**config.mk**
```make
export PLATFORM = sky130hd
export DESIGN_NAME = fwp_ctrl
export DESIGN_NICKNAME = d
export VERILOG_FILES = /design/src/rtl/fwp_pkg.sv /design/src/rtl/fwp_key_seq.sv /design/src/rtl/fwp_region_dec.sv /design/src/rtl/fwp_access_unit.sv /design/src/rtl/fwp_erase_seq.sv /design/src/rtl/fwp_ctrl.sv
export SDC_FILE = /design/constraint.sdc
export NUM_CORES = 1
export LEC_CHECK = 0
export BUFFER_PORTS_ARGS = -buffer_cell sky130_fd_sc_hd__buf_2
export CORE_MARGIN = 2
export CORE_UTILIZATION = 46
export CTS_CLUSTER_DIAMETER = 50
export DETAILED_ROUTE_END_ITERATION = 16
export GPL_TIMING_DRIVEN = 0
export PLACE_DENSITY = 0.83
export REMOVE_ABC_BUFFERS = 1
export SETUP_SLACK_MARGIN = 0.4
export SLEW_MARGIN = 5
export SYNTH_ARGS = -nofsm -noshare
export SYNTH_HDL_FRONTEND = slang
export SYNTH_HIERARCHICAL = 1
export SYNTH_SLANG_ARGS = --single-unit
```
**constraint.sdc**
```tcl
create_clock -name clk -period 1.9 [get_ports clk]
set_input_delay 0.095 -clock clk [delete_from_list [all_inputs] [get_ports clk]]
set_output_delay 0.095 -clock clk [all_outputs]
set_load 0.01 [all_outputs]
```
**src/rtl/fwp_pkg.sv**
```systemverilog
package fwp_pkg;
    typedef enum logic [1:0] {KS_LOCKED, KS_HALF, KS_OPEN, KS_JAMMED} key_state_e;
    typedef enum logic [1:0] {AV_IDLE, AV_GRANT, AV_DENY} verdict_e;
    typedef enum logic {ER_IDLE, ER_FIRE} erase_state_e;
    typedef enum logic [1:0] {RG_NONE, RG_PROG, RG_DATA, RG_OPT} region_e;

    localparam logic [1:0] REG_PKEY = 2'd0;
    localparam logic [1:0] REG_DKEY = 2'd1;
    localparam logic [1:0] REG_LOCK = 2'd2;
    localparam logic [1:0] REG_RDP  = 2'd3;

    localparam logic [7:0] KEY_LO = 8'h56;
    localparam logic [7:0] KEY_HI = 8'hAE;
    localparam int NUM_KEYS = 2;
endpackage

```
**src/rtl/fwp_key_seq.sv**
```systemverilog
module fwp_key_seq
    import fwp_pkg::*;
#(
    parameter logic [7:0] FIRST_KEY  = 8'h56,
    parameter logic [7:0] SECOND_KEY = 8'hAE,
    parameter int         DATA_W     = 8
) (
    input  logic              clk,
    input  logic              rst_n,
    input  logic              key_wr,
    input  logic [DATA_W-1:0] key_val,
    input  logic              lock_wr,
    output logic              unlocked
);
    key_state_e state_q, state_d;

    always_ff @(posedge clk or negedge rst_n) begin
        if (!rst_n) state_q <= KS_LOCKED;
        else        state_q <= state_d;
    end

    always_comb begin
        state_d = state_q;
        unique case (state_q)
            KS_LOCKED: begin
                if (key_wr)
                    state_d = (key_val == DATA_W'(FIRST_KEY)) ? KS_HALF : KS_JAMMED;
            end
            KS_HALF: begin
                if (lock_wr)
                    state_d = KS_LOCKED;
                else if (key_wr)
                    state_d = (key_val == DATA_W'(SECOND_KEY)) ? KS_OPEN : KS_JAMMED;
            end
            KS_OPEN: begin
                if (lock_wr) state_d = KS_LOCKED;
            end
            KS_JAMMED: state_d = KS_JAMMED;
            default:   state_d = KS_JAMMED;
        endcase
    end

    always_comb begin
        unlocked = (state_q == KS_OPEN);
    end
endmodule

```
**src/rtl/fwp_region_dec.sv**
```systemverilog
module fwp_region_dec
    import fwp_pkg::*;
#(
    parameter int ADDR_W     = 16,
    parameter int PROG_BASE  = 'h8000,
    parameter int PROG_SIZE  = 'h8000,
    parameter int DATA_BASE  = 'h4000,
    parameter int DATA_SIZE  = 'h0400,
    parameter int OPT_BASE   = 'h4800,
    parameter int OPT_SIZE   = 'h0080,
    parameter int PAGE_SHIFT = 9,
    parameter int PAGE_CNT_W = 8
) (
    input  logic [ADDR_W-1:0]     addr,
    input  logic [PAGE_CNT_W-1:0] boot_pages,
    output region_e               region,
    output logic                  in_boot
);
    localparam int XW = ADDR_W + 1;
    localparam logic [XW-1:0] P_LO  = XW'(PROG_BASE);
    localparam logic [XW-1:0] P_END = XW'(PROG_BASE + PROG_SIZE);
    localparam logic [XW-1:0] D_LO  = XW'(DATA_BASE);
    localparam logic [XW-1:0] D_END = XW'(DATA_BASE + DATA_SIZE);
    localparam logic [XW-1:0] O_LO  = XW'(OPT_BASE);
    localparam logic [XW-1:0] O_END = XW'(OPT_BASE + OPT_SIZE);

    logic [XW-1:0]     ax;
    logic [ADDR_W-1:0] offset;
    logic [ADDR_W-1:0] page_idx;

    always_comb begin
        ax = {1'b0, addr};
        if (ax >= P_LO && ax < P_END)      region = RG_PROG;
        else if (ax >= D_LO && ax < D_END) region = RG_DATA;
        else if (ax >= O_LO && ax < O_END) region = RG_OPT;
        else                               region = RG_NONE;

        offset   = addr - ADDR_W'(PROG_BASE);
        page_idx = offset >> PAGE_SHIFT;
        in_boot  = (region == RG_PROG) && (page_idx < ADDR_W'(boot_pages));
    end
endmodule

```
**src/rtl/fwp_access_unit.sv**
```systemverilog
module fwp_access_unit
    import fwp_pkg::*;
(
    input  logic    clk,
    input  logic    rst_n,
    input  logic    mem_req,
    input  logic    mem_wr,
    input  logic    dbg_mode,
    input  logic    rdprot,
    input  region_e region,
    input  logic    in_boot,
    input  logic    prog_open,
    input  logic    data_open,
    output logic    grant,
    output logic    deny,
    output logic    wr_error
);
    verdict_e state_q, state_d;
    logic     allow;
    logic     err_q;

    always_comb begin
        allow = 1'b1;
        if (dbg_mode && rdprot && (region == RG_PROG || region == RG_DATA)) begin
            allow = 1'b0;
        end else if (mem_wr) begin
            unique case (region)
                RG_PROG: allow = prog_open && !in_boot;
                RG_DATA: allow = data_open;
                RG_OPT:  allow = data_open;
                RG_NONE: allow = 1'b1;
                default: allow = 1'b0;
            endcase
        end
        if (!mem_req)   state_d = AV_IDLE;
        else if (allow) state_d = AV_GRANT;
        else            state_d = AV_DENY;
    end

    always_ff @(posedge clk or negedge rst_n) begin
        if (!rst_n) begin
            state_q <= AV_IDLE;
            err_q   <= 1'b0;
        end else begin
            state_q <= state_d;
            err_q   <= err_q | (mem_req && mem_wr && !allow);
        end
    end

    always_comb begin
        grant    = 1'b0;
        deny     = 1'b0;
        unique case (state_q)
            AV_IDLE:  ;
            AV_GRANT: grant = 1'b1;
            AV_DENY:  deny  = 1'b1;
            default:  deny  = 1'b1;
        endcase
        wr_error = err_q;
    end
endmodule

```
**src/rtl/fwp_erase_seq.sv**
```systemverilog
module fwp_erase_seq
    import fwp_pkg::*;
(
    input  logic clk,
    input  logic rst_n,
    input  logic rdp_wr,
    input  logic rdp_val,
    input  logic rdprot,
    output logic erase_all
);
    erase_state_e state_q, state_d;
    logic         attempt;

    always_ff @(posedge clk or negedge rst_n) begin
        if (!rst_n) state_q <= ER_IDLE;
        else        state_q <= state_d;
    end

    always_comb begin
        attempt = rdp_wr && (rdp_val != rdprot);
        unique case (state_q)
            ER_IDLE: state_d = attempt ? ER_FIRE : ER_IDLE;
            ER_FIRE: state_d = attempt ? ER_FIRE : ER_IDLE;
            default: state_d = ER_IDLE;
        endcase
    end

    always_comb begin
        erase_all = (state_q == ER_FIRE);
    end
endmodule

```
**src/rtl/fwp_ctrl.sv**
```systemverilog
module fwp_ctrl
    import fwp_pkg::*;
#(
    parameter int ADDR_W     = 16,
    parameter int DATA_W     = 8,
    parameter int PROG_BASE  = 'h8000,
    parameter int PROG_SIZE  = 'h8000,
    parameter int DATA_BASE  = 'h4000,
    parameter int DATA_SIZE  = 'h0400,
    parameter int OPT_BASE   = 'h4800,
    parameter int OPT_SIZE   = 'h0080,
    parameter int PAGE_SHIFT = 9,
    parameter int PAGE_CNT_W = 8
) (
    input  logic                  clk,
    input  logic                  rst_n,
    input  logic                  reg_wr_en,
    input  logic [1:0]            reg_addr,
    input  logic [DATA_W-1:0]     reg_wdata,
    input  logic                  mem_req,
    input  logic                  mem_wr,
    input  logic [ADDR_W-1:0]     mem_addr,
    input  logic                  dbg_mode,
    input  logic [PAGE_CNT_W-1:0] opt_boot_pages,
    input  logic                  opt_rdprot,
    output logic                  grant,
    output logic                  deny,
    output logic                  wr_error,
    output logic                  erase_all
);
    logic [NUM_KEYS-1:0] key_wr;
    logic [NUM_KEYS-1:0] lock_wr;
    logic [NUM_KEYS-1:0] open_vec;
    logic                rdp_wr;
    region_e             region;
    logic                in_boot;

    always_comb begin
        key_wr[0]  = reg_wr_en && (reg_addr == REG_PKEY);
        key_wr[1]  = reg_wr_en && (reg_addr == REG_DKEY);
        lock_wr[0] = reg_wr_en && (reg_addr == REG_LOCK) && reg_wdata[0];
        lock_wr[1] = reg_wr_en && (reg_addr == REG_LOCK) && reg_wdata[1];
        rdp_wr     = reg_wr_en && (reg_addr == REG_RDP);
    end

    for (genvar g = 0; g < NUM_KEYS; g++) begin : g_key
        localparam logic [7:0] K_FIRST  = (g == 0) ? KEY_LO : KEY_HI;
        localparam logic [7:0] K_SECOND = (g == 0) ? KEY_HI : KEY_LO;
        fwp_key_seq #(
            .FIRST_KEY (K_FIRST),
            .SECOND_KEY(K_SECOND),
            .DATA_W    (DATA_W)
        ) u_seq (
            .clk     (clk),
            .rst_n   (rst_n),
            .key_wr  (key_wr[g]),
            .key_val (reg_wdata),
            .lock_wr (lock_wr[g]),
            .unlocked(open_vec[g])
        );
    end

    fwp_region_dec #(
        .ADDR_W(ADDR_W), .PROG_BASE(PROG_BASE), .PROG_SIZE(PROG_SIZE),
        .DATA_BASE(DATA_BASE), .DATA_SIZE(DATA_SIZE),
        .OPT_BASE(OPT_BASE), .OPT_SIZE(OPT_SIZE),
        .PAGE_SHIFT(PAGE_SHIFT), .PAGE_CNT_W(PAGE_CNT_W)
    ) u_dec (
        .addr      (mem_addr),
        .boot_pages(opt_boot_pages),
        .region    (region),
        .in_boot   (in_boot)
    );

    fwp_access_unit u_acc (
        .clk      (clk),
        .rst_n    (rst_n),
        .mem_req  (mem_req),
        .mem_wr   (mem_wr),
        .dbg_mode (dbg_mode),
        .rdprot   (opt_rdprot),
        .region   (region),
        .in_boot  (in_boot),
        .prog_open(open_vec[0]),
        .data_open(open_vec[1]),
        .grant    (grant),
        .deny     (deny),
        .wr_error (wr_error)
    );

    fwp_erase_seq u_erase (
        .clk      (clk),
        .rst_n    (rst_n),
        .rdp_wr   (rdp_wr),
        .rdp_val  (reg_wdata[0]),
        .rdprot   (opt_rdprot),
        .erase_all(erase_all)
    );
endmodule

```
==> results of run 1 <==
synthesized netlist by cell type, drive strengths merged:
cell type  number  area, sq um
ha              7         87.6
nor4b           2         23.8
dfrtp           8          200
and3            1         7.51
or4             1         7.51
nand4b          1         8.76
o211a           2         20.0
nor3b           3         22.5
clkbuf          1         3.75
and2            1         6.26
nor3            1         5.00
o21a            2         15.0
o22ai           1         6.26
a21boi          2         15.0
a31oi           3         18.8
xor2            1         8.76
nor2            6         25.0
a2111oi         2         30.0
a221oi          1         15.0
nor2b           4         35.0
a22o            1         8.76
inv            11         41.3
and4b           4         40.0
a41o            1         10.0
nor4bb          1         10.0
nand2           5         18.8
a21oi           2         10.0
o2bb2ai         2         17.5
and3b           1         10.0
a311o           1         10.0
nor4            2         12.5
nand2b          2         12.5
o211ai          1         12.5
a22oi           2         15.0
metrics by stage:
stage          setup TNS (ns)  area (sq um)  cells  hold slack [ns]
2_1_floorplan               0           787     85           -0.201
5_1_grt                     0          1140    145           0.0931
6_report                    0          1140    145           0.0964
3_3_place_gp           -0.176           992    138          -0.0630
4_1_cts                     0          1080    143           0.0871
3_5_place_dp           -0.346           992    138          -0.0559
worst max-delay path: stages:
cell                       delay [ns]
sky130_fd_sc_hd__buf_6           0.11
sky130_fd_sc_hd__ha_4            0.23
sky130_fd_sc_hd__a22o_1          0.20
sky130_fd_sc_hd__or4_4           0.49
sky130_fd_sc_hd__a221oi_4        0.27
sky130_fd_sc_hd__nor2b_2         0.09
sky130_fd_sc_hd__o22ai_2         0.24
sky130_fd_sc_hd__a311o_1         0.20
power by group through the flow:
stage	logic, mW	clock network, mW	registers (mW)
3_5_place_dp	0.242	0	0.270
4_1_cts	0.263	0.134	0.268
3_3_place_gp	0.235	0	0.267
6_report	0.285	0.132	0.268
5_1_grt	0.317	0.148	0.274
2_1_floorplan	0.161	0	0.259
cell type report:
cell class	count	area share
clock buffer	3	0.0198
multi-input combinational	66	0.540
tap	16	0.0176
inverter	11	0.0385
sequential	8	0.176
timing repair buffer	41	0.208
registers in the layout (all words and copies together), names as in the netlist:
| register | count |
|---|---|
| g_key.u_seq/state_q | 4 |
| u_acc/state_q | 2 |
| u_acc/wr_error | 1 |
| u_erase/erase_all | 1 |
metal layers:
| layer | routed length (um) | up-vias | track usage |
|---|---|---|---|
| met1 | 923 | 419 | 0.255 |
| li1 | - | 417 | - |
| met2 | 1260 | 26 | 0.397 |
| met4 | 54 | 0 | 0.129 |
| met5 | 0 | - | 0 |
| met3 | 107 | 6 | 0.0476 |
path summary, 6_finish.rpt:
kind | slack (ns) | end
worst max-delay path | 0.17 | u_acc/wr_error$_DFF_PN0_
min in group asynchronous | 0.22 | u_acc/state_q[0]$_DFF_PN0_
worst max register to register | 0.54 | u_acc/wr_error$_DFF_PN0_
worst min-delay path | 0.1 | u_acc/state_q[1]$_DFF_PN0_
worst min register to register | 0.48 | u_acc/wr_error$_DFF_PN0_
max in group asynchronous | 1.50 | g_key[1].u_seq/state_q[0]$_DFFE_PN0P_
cells by family (layout without fill, tap and decap cells):
family / count (synthesis) / after routing / share of synthesized area
DFF: 8 / 8 / 0.253
adders and majority gates: 7 / 7 / 0.111
buffers and inverters: 12 / 55 / 0.0570
xor gates and xnor gates: 1 / 1 / 0.0111
AOI/OAI and AO/OA: 23 / 23 / 0.258
and+or+nand+nor: 35 / 35 / 0.310
timing repair:
action | 4_1_cts | 5_1_grt
setup endpoints to repair | 3 | 3
hold endpoints to repair | 8 | 0
buffers inserted | 1 | 2
gates resized for setup | 9 | 8
hold buffers | 1 | 0
pin swaps | 7 | 8
==> summary.log, run 1 <==
[placement] number of port buffers 37
[power] power share of the clock group 0.192
[cells_and_area] most used cells in the layout excluding fill and tap cells 34 x sky130_fd_sc_hd__buf_2, 8 x sky130_fd_sc_hd__dfrtp_1, 8 x sky130_fd_sc_hd__inv_1
[clocking] clk sink count 8
[critical_path] crit path max fanout 3
[route] mean number of vias per cell 5.99
[cells_and_area] number of diodes added for antenna fixing 0
[status] result of the run completed
[floorplan] std cell rows 14
[timing] measured slew at the worst slew-check pin 0.471 ns
[power] maximum resistive drop on vdd 0.000346 V
[cells_and_area] area of the multi-input gates 614 sq um
[placement] HPWL after detailed placement 1650 um
[critical_path] kind of launch point of the worst setup path input pin
[cells_and_area] fraction of final layout cells sized beyond drive strength 1 0.496
[timing] number of slew-limit violations in the final report 0
[timing] Fmax achieved 0.578 GHz
[route] remaining antenna violation count 0
[timing] final cycle utilization of the critical path 0.910
[timing] number of endpoints failing setup at the final stage 0
[critical_path] type of element capturing the critical path flip-flop
[min_path] min-delay worst type input pin to flip-flop
[route] wire length per cell 16.1 um
[timing] clock period minus final worst setup slack 1.73 ns
[floorplan] number of top-level pins 45
[power] switching part of the total 0.365
[route] violation count after the first detailed-route iteration 14
[power] PD cells 602 nW/um^2
[clocking] clock network latency to the later pin of the worst-skew pair 0.25 ns
[global_route] overall fraction of global-route tracks in use 0.229
[critical_path] Setup CP Type input pin to flip-flop
[cells_and_area] utilization of the core after routing 0.730
[synthesis] Avg Inst Size Synth 9.19 sq um
[timing] post-route setup slack 0.170 ns
[cells_and_area] Fill cells 113
[clocking] Inserted Clock Buffers 3
[synthesis] synth warn 6
[critical_path] arrival time of the worst setup path 1.92 ns
[global_route] total gr overflow 0
[critical_path] worst r2r src g_key[0].u_seq/state_q[1]$_DFFE_PN0P_
[synthesis] Synth Instances 86
[placement] global placer's final weighted congestion 0.799
[placement] Placement Setup Slack -0.144 ns
[synthesis] number of synthesized register bits 8
[clocking] CTS clk-pin slew, worst paths 0.06 ns
[route] iteration count of the initial detailed-routing pass 4
[floorplan] die outline height 45.5 um
[timing] relative max-transition margin 0.683
[floorplan] Core Region 1560 sq um
[global_route] wire length of the first global-routing pass 3400 um
[route] routed wire length 2340 um
[job] max-cap viol count 0
[cells_and_area] area growth from synthesis to final layout 43.8%
[critical_path] cell depth of the worst flop-to-flop path 4
[route] via count 868
[cells_and_area] commonest non-fill, non-tap cell in the layout sky130_fd_sc_hd__buf_2
[global_route] initial antenna violation count 0
[route] count of unresolved DRC violations after routing 0
[timing] setup clock skew after layout 0.00718 ns
[cells_and_area] register cell area after layout 200 sq um
[clocking] TritonCTS clock tree yes
[power] reported leakage power 0.567 nW
[floorplan] horizontal die dimension 45.5 um
[timing] number of endpoints with negative hold slack in the final report 0
[min_path] hold path cells 2
[power] post-layout power 0.685 mW
[clocking] cell at the root of the clock tree sky130_fd_sc_hd__clkbuf_4
[power] switching power of the nets 0.250 mW
[power] fraction of power consumed by combinational cells 0.416
[floorplan] initial core utilization 0.507
[synthesis] post-synthesis instance area 791 sq um
[critical_path] Critical Path Start mem_addr[14]
[cells_and_area] final net count 179
[power] portion of total power attributed to sequential cells 0.391
[global_route] via count of the first global-routing pass 812
[floorplan] die area 2070 sq um
[global_route] largest net degree at the start of global routing 9
[clocking] Clock Tree Buf Depth 2
[synthesis] sequential fraction of the synthesis area 0.253
[critical_path] Crit path required time 2.09 ns
[synthesis] distinct cell type count of the synthesized netlist 38
[timing] RSZ-0062 raised after global routing yes
[power] Cell Int Power 0.435 mW
[min_path] start point of the worst min-delay path mem_req
[clocking] deepest level of the CTS H-tree 1
(Power assumes the default switching activity.)
==> run 2, diff against run 1 <==
--- a/config.mk
+++ b/config.mk
@@ -11,7 +11,7 @@
 export CTS_CLUSTER_DIAMETER = 50
 export DETAILED_ROUTE_END_ITERATION = 16
 export GPL_TIMING_DRIVEN = 0
-export PLACE_DENSITY = 0.83
+export PLACE_DENSITY = 0.87
 export REMOVE_ABC_BUFFERS = 1
 export SETUP_SLACK_MARGIN = 0.4
 export SLEW_MARGIN = 5
==> summary.log, run 2 (synthesis gave the netlist of run 1 again) <==
[floorplan] Core Region 1560 sq um [unchanged]
[cells_and_area] Most flops, register g_key.u_seq/state_q [unchanged]
[timing] number of slew-limit violations in the final report 0 [unchanged]
[timing] number of endpoints failing setup at the final stage 0 [unchanged]
[cells_and_area] number of diodes added for antenna fixing 0 [unchanged]
[floorplan] initial core utilization 0.507 [unchanged]
[power] PD cells 598 nW/um^2 [was 602 nW/um^2]
[cells_and_area] register cell area after layout 200 sq um [unchanged]
[critical_path] Setup CP Type input pin to flip-flop [unchanged]
[power] post-layout power 0.659 mW [was 0.685 mW]
[cells_and_area] commonest non-fill, non-tap cell in the layout sky130_fd_sc_hd__buf_2 [unchanged]
[critical_path] Crit path required time 2.08 ns [was 2.09 ns]
[route] detailed-routed wire length on met2 1070 um [was 1260 um]
[global_route] overall fraction of global-route tracks in use 0.215 [was 0.229]
[timing] measured slew at the worst slew-check pin 0.353 ns [was 0.471 ns]
[critical_path] worst stage delay on the critical path 0.48 ns [was 0.49 ns]
[route] count of unresolved DRC violations after routing 0 [unchanged]
[clocking] Inserted Clock Buffers 3 [unchanged]
[floorplan] number of top-level pins 45 [unchanged]
[floorplan] die area 2070 sq um [unchanged]
[timing] number of endpoints with negative hold slack in the final report 0 [unchanged]
[critical_path] crit path max fanout 3 [unchanged]
[critical_path] arrival time of the worst setup path 1.82 ns [was 1.92 ns]
[route] remaining antenna violation count 0 [unchanged]
[clocking] deepest level of the CTS H-tree 1 [unchanged]
[timing] final cycle utilization of the critical path 0.864 [was 0.910]
[cells_and_area] Fill cells 123 [was 113]
[route] met1 wire length 903 um [was 923 um]
[timing] Fmax achieved 0.609 GHz [was 0.578 GHz]
[route] violation count after the first detailed-route iteration 20 [was 14]
[floorplan] horizontal die dimension 45.5 um [unchanged]
[cells_and_area] fraction of final layout cells sized beyond drive strength 1 0.461 [was 0.496]
[critical_path] kind of launch point of the worst setup path input pin [unchanged]
[global_route] initial antenna violation count 0 [unchanged]
[route] top sig layer met4 [unchanged]
[cells_and_area] most used cells in the layout excluding fill and tap cells 35 x sky130_fd_sc_hd__buf_2, 9 x sky130_fd_sc_hd__inv_1, 8 x sky130_fd_sc_hd__dfrtp_1 [was 34 x sky130_fd_sc_hd__buf_2, 8 x sky130_fd_sc_hd__dfrtp_1, 8 x sky130_fd_sc_hd__inv_1]
[route] mean number of vias per cell 5.72 [was 5.99]
[global_route] largest net degree at the start of global routing 9 [unchanged]
[global_route] total gr overflow 0 [unchanged]
[timing] clock period minus final worst setup slack 1.64 ns [was 1.73 ns]
[clocking] clock network latency to the later pin of the worst-skew pair 0.24 ns [was 0.25 ns]
[critical_path] cells along the critical path buf_6 -> inv_4 -> ha_4 -> a22o_1 -> or4_4 -> a221oi_2 -> nor2b_1 -> o22ai_2 -> a311o_1 [was buf_6 -> ha_4 -> a22o_1 -> or4_4 -> a221oi_4 -> nor2b_2 -> o22ai_2 -> a311o_1]
[placement] HPWL after detailed placement 1660 um [was 1650 um]
[power] reported leakage power 0.559 nW [was 0.567 nW]
[global_route] wire length of the first global-routing pass 3280 um [was 3400 um]
[cells_and_area] final net count 178 [was 179]
[cells_and_area] area of the multi-input gates 593 sq um [was 614 sq um]
[power] maximum resistive drop on vdd 0.000291 V [was 0.000346 V]
[route] wire length per cell 14.3 um [was 16.1 um]
[critical_path] CP max stage cell sky130_fd_sc_hd__or4_4 [unchanged]
[critical_path] type of element capturing the critical path flip-flop [unchanged]
[route] detailed route wirelength on metal3 65 um [was 107 um]
[placement] global placer's final weighted congestion 0.853 [was 0.799]
[floorplan] std cell rows 14 [unchanged]
[status] result of the run completed [unchanged]
[clocking] CTS clk-pin slew, worst paths 0.05 ns [was 0.06 ns]
[clocking] cell at the root of the clock tree sky130_fd_sc_hd__clkbuf_4 [unchanged]
[timing] relative max-transition margin 0.763 [was 0.683]
[timing] setup clock skew after layout 0.00160 ns [was 0.00718 ns]
[cells_and_area] flip-flop count of the largest register, all copies and words added 4 [unchanged]
[global_route] via count of the first global-routing pass 796 [was 812]
[timing] worst hold margin 0.116 ns [was 0.0964 ns]
[route] routed wire length 2070 um [was 2340 um]
[clocking] Clock Tree Buf Depth 2 [unchanged]
[job] max-cap viol count 0 [unchanged]
[route] iteration count of the initial detailed-routing pass 4 [unchanged]
[clocking] TritonCTS clock tree yes [unchanged]
[cells_and_area] area growth from synthesis to final layout 39.4% [was 43.8%]
[floorplan] die outline height 45.5 um [unchanged]
[route] via count 824 [was 868]
[placement] number of port buffers 37 [unchanged]
[critical_path] Register-to-Register Setup Slack 0.61 ns [was 0.54 ns]
[clocking] clk sink count 8 [unchanged]
[cells_and_area] leading registers by flop count g_key.u_seq/state_q x4, u_acc/state_q x2 [unchanged]
[timing] RSZ-0062 raised after global routing yes [unchanged]
[min_path] min-delay worst type input pin to flip-flop [unchanged]
## run 2: cell count changes in the layout (fill, tap and decap cells not counted), sizes merged
cell / change
buf: -1
## run 2: worst paths after layout
check | startpoint | end | cells past startpoint
max | opt_boot_pages[5] | u_acc/wr_error$_DFF_PN0_ | 9
min reg2reg | u_acc/wr_error$_DFF_PN0_ | u_acc/wr_error$_DFF_PN0_ | 1
max in group asynchronous | rst_n | g_key[0].u_seq/state_q[1]$_DFFE_PN0P_ | 2
min in group asynchronous | rst_n | u_erase/erase_all$_DFF_PN0_ | 2
min | mem_req | u_acc/state_q[1]$_DFF_PN0_ | 2
max reg2reg | g_key[0].u_seq/state_q[1]$_DFFE_PN0P_ | u_acc/wr_error$_DFF_PN0_ | 4
## run 2: layer usage
| metal | up-vias | global-route usage |
|---|---|---|
| met5 | - | 0 |
| met4 | 0 | 0.0647 |
| met3 | 4 | 0.0159 |
| met2 | 15 | 0.377 |
| met1 | 391 | 0.277 |
| li1 | 414 | - |
## run 2: metrics by stage
step	cells	setup slack, ns	TNS, ns	instance area (sq um)	utilization
floorplan	85	0.118	0	787	-
global placement	138	-0.0821	-0.178	992	0.636
detailed placement	138	-0.110	-0.280	992	0.636
CTS	142	0.263	0	1070	0.689
global route	144	0.173	0	1100	0.707
finish	144	0.259	0	1100	0.707
## run 2: area by class of cell
type / count / area share
Inverter: 11 / 0.0397
Timing Repair Buffer: 40 / 0.202
Multi-Input combinational cell: 66 / 0.538
Sequential cell: 8 / 0.182
Clock buffer: 3 / 0.0204
Tap cell: 16 / 0.0182
## run 2: worst max-delay path, delay by kind of cell
| kind | cells | cell delay, ns |
|---|---|---|
| AND/OR/NAND/NOR | 2 | 0.57 |
| adder cells (fa/ha/maj) | 1 | 0.20 |
| AO/OA/AOI/OAI | 4 | 0.82 |
| buffers and inverters | 2 | 0.15 |
## run 2: timing repair
item,4_1_cts,5_1_grt
hold endpoints to repair,8,0
setup buffers,0,2
pin swaps,6,3
hold buffers,1,0
resized for setup,9,2
endpoints found under the setup margin,3,3
## run 2: report_power, final
part	total, mW	internal (mW)	switching [mW]	leakage [nW]
clock	0.125	0.0720	0.0530	0.0138
combinational	0.264	0.144	0.119	0.453
sequential	0.270	0.209	0.0605	0.0921
==> run 3, diff against run 2 <==
--- a/config.mk
+++ b/config.mk
@@ -5,13 +5,14 @@
 export SDC_FILE = /design/constraint.sdc
 export NUM_CORES = 1
 export LEC_CHECK = 0
+export ABC_AREA = 1
 export BUFFER_PORTS_ARGS = -buffer_cell sky130_fd_sc_hd__buf_2
 export CORE_MARGIN = 2
-export CORE_UTILIZATION = 46
+export CORE_UTILIZATION = 50
 export CTS_CLUSTER_DIAMETER = 50
 export DETAILED_ROUTE_END_ITERATION = 16
 export GPL_TIMING_DRIVEN = 0
-export PLACE_DENSITY = 0.87
+export PLACE_DENSITY = 0.88
 export REMOVE_ABC_BUFFERS = 1
 export SETUP_SLACK_MARGIN = 0.4
 export SLEW_MARGIN = 5
==> summary.log, run 3 <==
[status] result of the run completed [unchanged]
[synthesis] post-synthesis instance area 996 sq um [was 791 sq um]
[clocking] count of cells resized by post-cts repair 0 [was 9]
[synthesis] share of flip-flops with an asynchronous set or reset after synthesis 1.00 [unchanged]
[synthesis] top post-synthesis cells by area sky130_fd_sc_hd__nand2_1 23%, sky130_fd_sc_hd__dfrtp_1 20%, sky130_fd_sc_hd__inv_1 17% [was sky130_fd_sc_hd__dfrtp_1 25%, sky130_fd_sc_hd__ha_1 11%, sky130_fd_sc_hd__inv_1 5.2%]
[cells_and_area] area of all placed cells without fillers 1240 sq um [was 1100 sq um]
[min_path] hold path endpoint u_acc/state_q[0]$_DFF_PN0_ [was u_acc/state_q[1]$_DFF_PN0_]
[cells_and_area] area growth from synthesis to final layout 24.9% [was 39.4%]
[critical_path] worst reg2reg endpoint u_acc/wr_error$_DFF_PN0_ [unchanged]
[timing] measured slew at the worst slew-check pin 0.255 ns [was 0.353 ns]
[synthesis] Avg Inst Size Synth 5.60 sq um [was 9.19 sq um]
[job] max-cap viol count 0 [unchanged]
[timing] final cycle utilization of the critical path 0.633 [was 0.864]
[route] count of unresolved DRC violations after routing 0 [unchanged]
[min_path] hold path cells 3 [was 2]
[synthesis] Yosys top cell by area sky130_fd_sc_hd__nand2_1 [was sky130_fd_sc_hd__dfrtp_1]
[critical_path] worst r2r src g_key[0].u_seq/state_q[0]$_DFFE_PN0P_ [was g_key[0].u_seq/state_q[1]$_DFFE_PN0P_]
[critical_path] kind of launch point of the worst setup path input pin [unchanged]
[floorplan] die outline height 48.6 um [was 45.5 um]
[route] remaining antenna violation count 0 [unchanged]
[global_route] largest net degree at the start of global routing 9 [unchanged]
[floorplan] initial core utilization 0.518 [was 0.507]
[critical_path] cell repeated most along the worst path sky130_fd_sc_hd__nand2_1
[timing] relative max-transition margin 0.829 [was 0.763]
[power] post-layout power 0.909 mW [was 0.659 mW]
[synthesis] Post-synth EDFFs 0 [unchanged]
[route] routed wire length 1920 um [was 2070 um]
[synthesis] count leader, synth sky130_fd_sc_hd__nand2_1 [was sky130_fd_sc_hd__inv_1]
[global_route] total gr overflow 0 [unchanged]
[synthesis] mux cell area share after synthesis 0 [unchanged]
[timing] post-route setup slack 0.697 ns [was 0.259 ns]
[synthesis] share of the synthesized netlist area taken by xor and xnor gates 0 [was 0.0111]
[power] reported leakage power 0.826 nW [was 0.559 nW]
[timing] RSZ-0062 raised after global routing no [was yes]
[cells_and_area] Most flops, register g_key.u_seq/state_q [unchanged]
[critical_path] number of buffer and inverter stages on the critical path 2 [unchanged]
[power] PD cells 731 nW/um^2 [was 598 nW/um^2]
[critical_path] Setup CP Type input pin to flip-flop [unchanged]
[clocking] TritonCTS clock tree yes [unchanged]
[power] maximum resistive drop on vdd 0.000330 V [was 0.000291 V]
[clocking] Inserted Clock Buffers 3 [unchanged]
[clocking] cell at the root of the clock tree sky130_fd_sc_hd__clkbuf_4 [unchanged]
[synthesis] number of synthesized register bits 8 [unchanged]
[synthesis] compound-cell area share of the yosys netlist 0.0565 [was 0.258]
[critical_path] CP max stage cell sky130_fd_sc_hd__a211oi_2 [was sky130_fd_sc_hd__or4_4]
[floorplan] Core Region 1920 sq um [was 1560 sq um]
[placement] Placement Setup Slack 0.448 ns [was -0.110 ns]
[global_route] initial antenna violation count 0 [unchanged]
[route] via count 1060 [was 824]
[clocking] deepest level of the CTS H-tree 1 [unchanged]
[critical_path] CP delay by family, top simple AND/OR/NAND/NOR gates [was compound AO/OA/AOI/OAI gates]
[critical_path] Worst path depth 13 [was 9]
[synthesis] area share of fa/ha/maj cells after synthesis 0.0879 [was 0.111]
[synthesis] distinct cell type count of the synthesized netlist 21 [was 38]
[timing] number of slew-limit violations in the final report 0 [unchanged]
[global_route] via count of the first global-routing pass 977 [was 796]
[timing] number of endpoints failing setup at the final stage 0 [unchanged]
[floorplan] die area 2360 sq um [was 2070 sq um]
[timing] clock period minus final worst setup slack 1.20 ns [was 1.64 ns]
[synthesis] synth warn 6 [unchanged]
[critical_path] worst stage delay on the critical path 0.25 ns [was 0.48 ns]
[placement] global placer's final weighted congestion 0.759 [was 0.853]
[clocking] # Post-CTS Setup Buffers 0 [unchanged]
[synthesis] Yosys top cell area share 0.234 [was 0.253]
[cells_and_area] fraction of final layout cells sized beyond drive strength 1 0.266 [was 0.461]
[cells_and_area] flip-flop count of the largest register, all copies and words added 4 [unchanged]
[timing] number of endpoints with negative hold slack in the final report 0 [unchanged]
[critical_path] Crit path required time 2.08 ns [about the same]
[clocking] CTS clk-pin slew, worst paths 0.05 ns [about the same]
[clocking] clock network latency to the later pin of the worst-skew pair 0.24 ns [about the same]
[synthesis] ranking of synthesized cells by instance count 62 x sky130_fd_sc_hd__nand2_1, 45 x sky130_fd_sc_hd__inv_1, 28 x sky130_fd_sc_hd__nor2_1 [was 11 x sky130_fd_sc_hd__inv_1, 8 x sky130_fd_sc_hd__dfrtp_1, 7 x sky130_fd_sc_hd__ha_1]
[synthesis] simple-gate portion of the synthesized area 0.470 [was 0.310]
[min_path] min-delay worst type input pin to flip-flop [unchanged]
[critical_path] crit path max fanout 2 [was 3]
[floorplan] horizontal die dimension 48.6 um [was 45.5 um]
[synthesis] dominant combinational cell family by area after synthesis simple AND/OR/NAND/NOR gates [unchanged]
[placement] HPWL after detailed placement 1670 um [was 1660 um]
[placement] Placed Area 1210 sq um [was 992 sq um]
[clocking] Clock Tree Buf Depth 2 [unchanged]
[global_route] wire length of the first global-routing pass 3620 um [was 3280 um]
[route] iteration count of the initial detailed-routing pass 6 [was 4]
[timing] Fmax achieved 0.832 GHz [was 0.609 GHz]
[min_path] start point of the worst min-delay path mem_req [unchanged]
[placement] number of port buffers 37 [unchanged]
[critical_path] Register-to-Register Setup Slack 0.80 ns [was 0.61 ns]
[floorplan] std cell rows 16 [was 14]
[critical_path] cell depth of the worst flop-to-flop path 8 [was 4]
[clocking] clk sink count 8 [unchanged]
[cells_and_area] commonest non-fill, non-tap cell in the layout sky130_fd_sc_hd__nand2_1 [was sky130_fd_sc_hd__buf_2]
[floorplan] number of top-level pins 45 [unchanged]
[cells_and_area] number of diodes added for antenna fixing 0 [unchanged]
[cells_and_area] leading registers by flop count g_key.u_seq/state_q x4, u_acc/state_q x2 [unchanged]
[global_route] overall fraction of global-route tracks in use 0.188 [was 0.215]
[synthesis] Main synth FF type sky130_fd_sc_hd__dfrtp_1 [unchanged]
[cells_and_area] most used cells in the layout excluding fill and tap cells 62 x sky130_fd_sc_hd__nand2_1, 45 x sky130_fd_sc_hd__inv_1, 37 x sky130_fd_sc_hd__buf_2 [was 35 x sky130_fd_sc_hd__buf_2, 9 x sky130_fd_sc_hd__inv_1, 8 x sky130_fd_sc_hd__dfrtp_1]
[timing] setup total negative slack 0 ns [unchanged]
[route] violation count after the first detailed-route iteration 18 [was 20]
[route] mean number of vias per cell 4.33 [was 5.72]
[synthesis] sequential fraction of the synthesis area 0.201 [was 0.253]
[timing] setup clock skew after layout 0.00377 ns [was 0.00160 ns]
[synthesis] Synth Instances 178 [was 86]
[cells_and_area] final net count 268 [was 178]
[route] wire length per cell 7.85 um [was 14.3 um]
[critical_path] arrival time of the worst setup path 1.38 ns [was 1.82 ns]
[critical_path] cells along the critical path buf_2 -> nor2_1 -> nand2_1 -> a211oi_2 -> inv_2 -> ha_1 -> nand2_1 -> nor2_1 -> nor2_1 -> nand2_2 -> nand2_2 -> nand2_1 -> nand2_1 [was buf_6 -> inv_4 -> ha_4 -> a22o_1 -> or4_4 -> a221oi_2 -> nor2b_1 -> o22ai_2 -> a311o_1]
[critical_path] type of element capturing the critical path flip-flop [unchanged]
-- run 3: metal layers --
metal,GRT usage,up-vias,share of wire
li1,-,595,-
met1,0.216,418,0.44
met2,0.340,41,0.47
met3,0.0401,6,0.067
met4,0.0667,0,0.023
met5,0,-,0
-- run 3: layout make-up --
class / instances / area [sq um]
clock buffers: 3 / 22.5
fillers: 205 / 678
inverters: 48 / 180
multi-input cells: 121 / 612
flip-flops and latches: 8 / 200
well taps: 27 / 33.8
repair buffers: 38 / 195
-- run 3: logic make-up (layout without fill, tap and decap cells) --
group,count (synthesis),after routing
buf+inv,49,89
fa+ha+maj,7,7
simple gates,106,106
flops,8,8
compound gates,8,8
-- run 3: power breakdown --
group | switching, mW | total [mW] | internal (mW)
Sequential | 0.0454 | 0.269 | 0.224
Clock | 0.0472 | 0.119 | 0.0716
Combinational | 0.314 | 0.521 | 0.206
Total | 0.407 | 0.909 | 0.502
-- run 3: stage by stage --
step                std cells   util  hold WS, ns
floorplan                 177      -       -0.201
global placement          241  0.630      -0.0552
detailed placement        241  0.630      -0.0535
CTS                       245  0.647       0.0932
global route              245  0.647        0.115
finish                    245  0.647        0.105
-- run 3: worst max-delay path by stage --
stage	startpoint	endpoint
6_report	mem_addr[9]	u_acc/wr_error$_DFF_PN0_
5_1_grt	mem_addr[9]	u_acc/wr_error$_DFF_PN0_
4_1_cts	mem_addr[9]	u_acc/wr_error$_DFF_PN0_
3_5_place_dp	mem_addr[9]	u_acc/wr_error$_DFF_PN0_
3_3_place_gp	mem_addr[9]	u_acc/wr_error$_DFF_PN0_
2_1_floorplan	mem_addr[15]	u_acc/wr_error$_DFF_PN0_
-- run 3: timing repair --
action | CTS | global route
endpoints found under the hold margin | 8 | 0
hold buffers | 1 | 0
setup endpoints to repair | 0 | 0
-- run 3: tightest hold or removal path, delay by kind of cell --
family                 cells  cell delay, ns
AND/OR/NAND/NOR            1            0.05
buffers and inverters      2            0.17
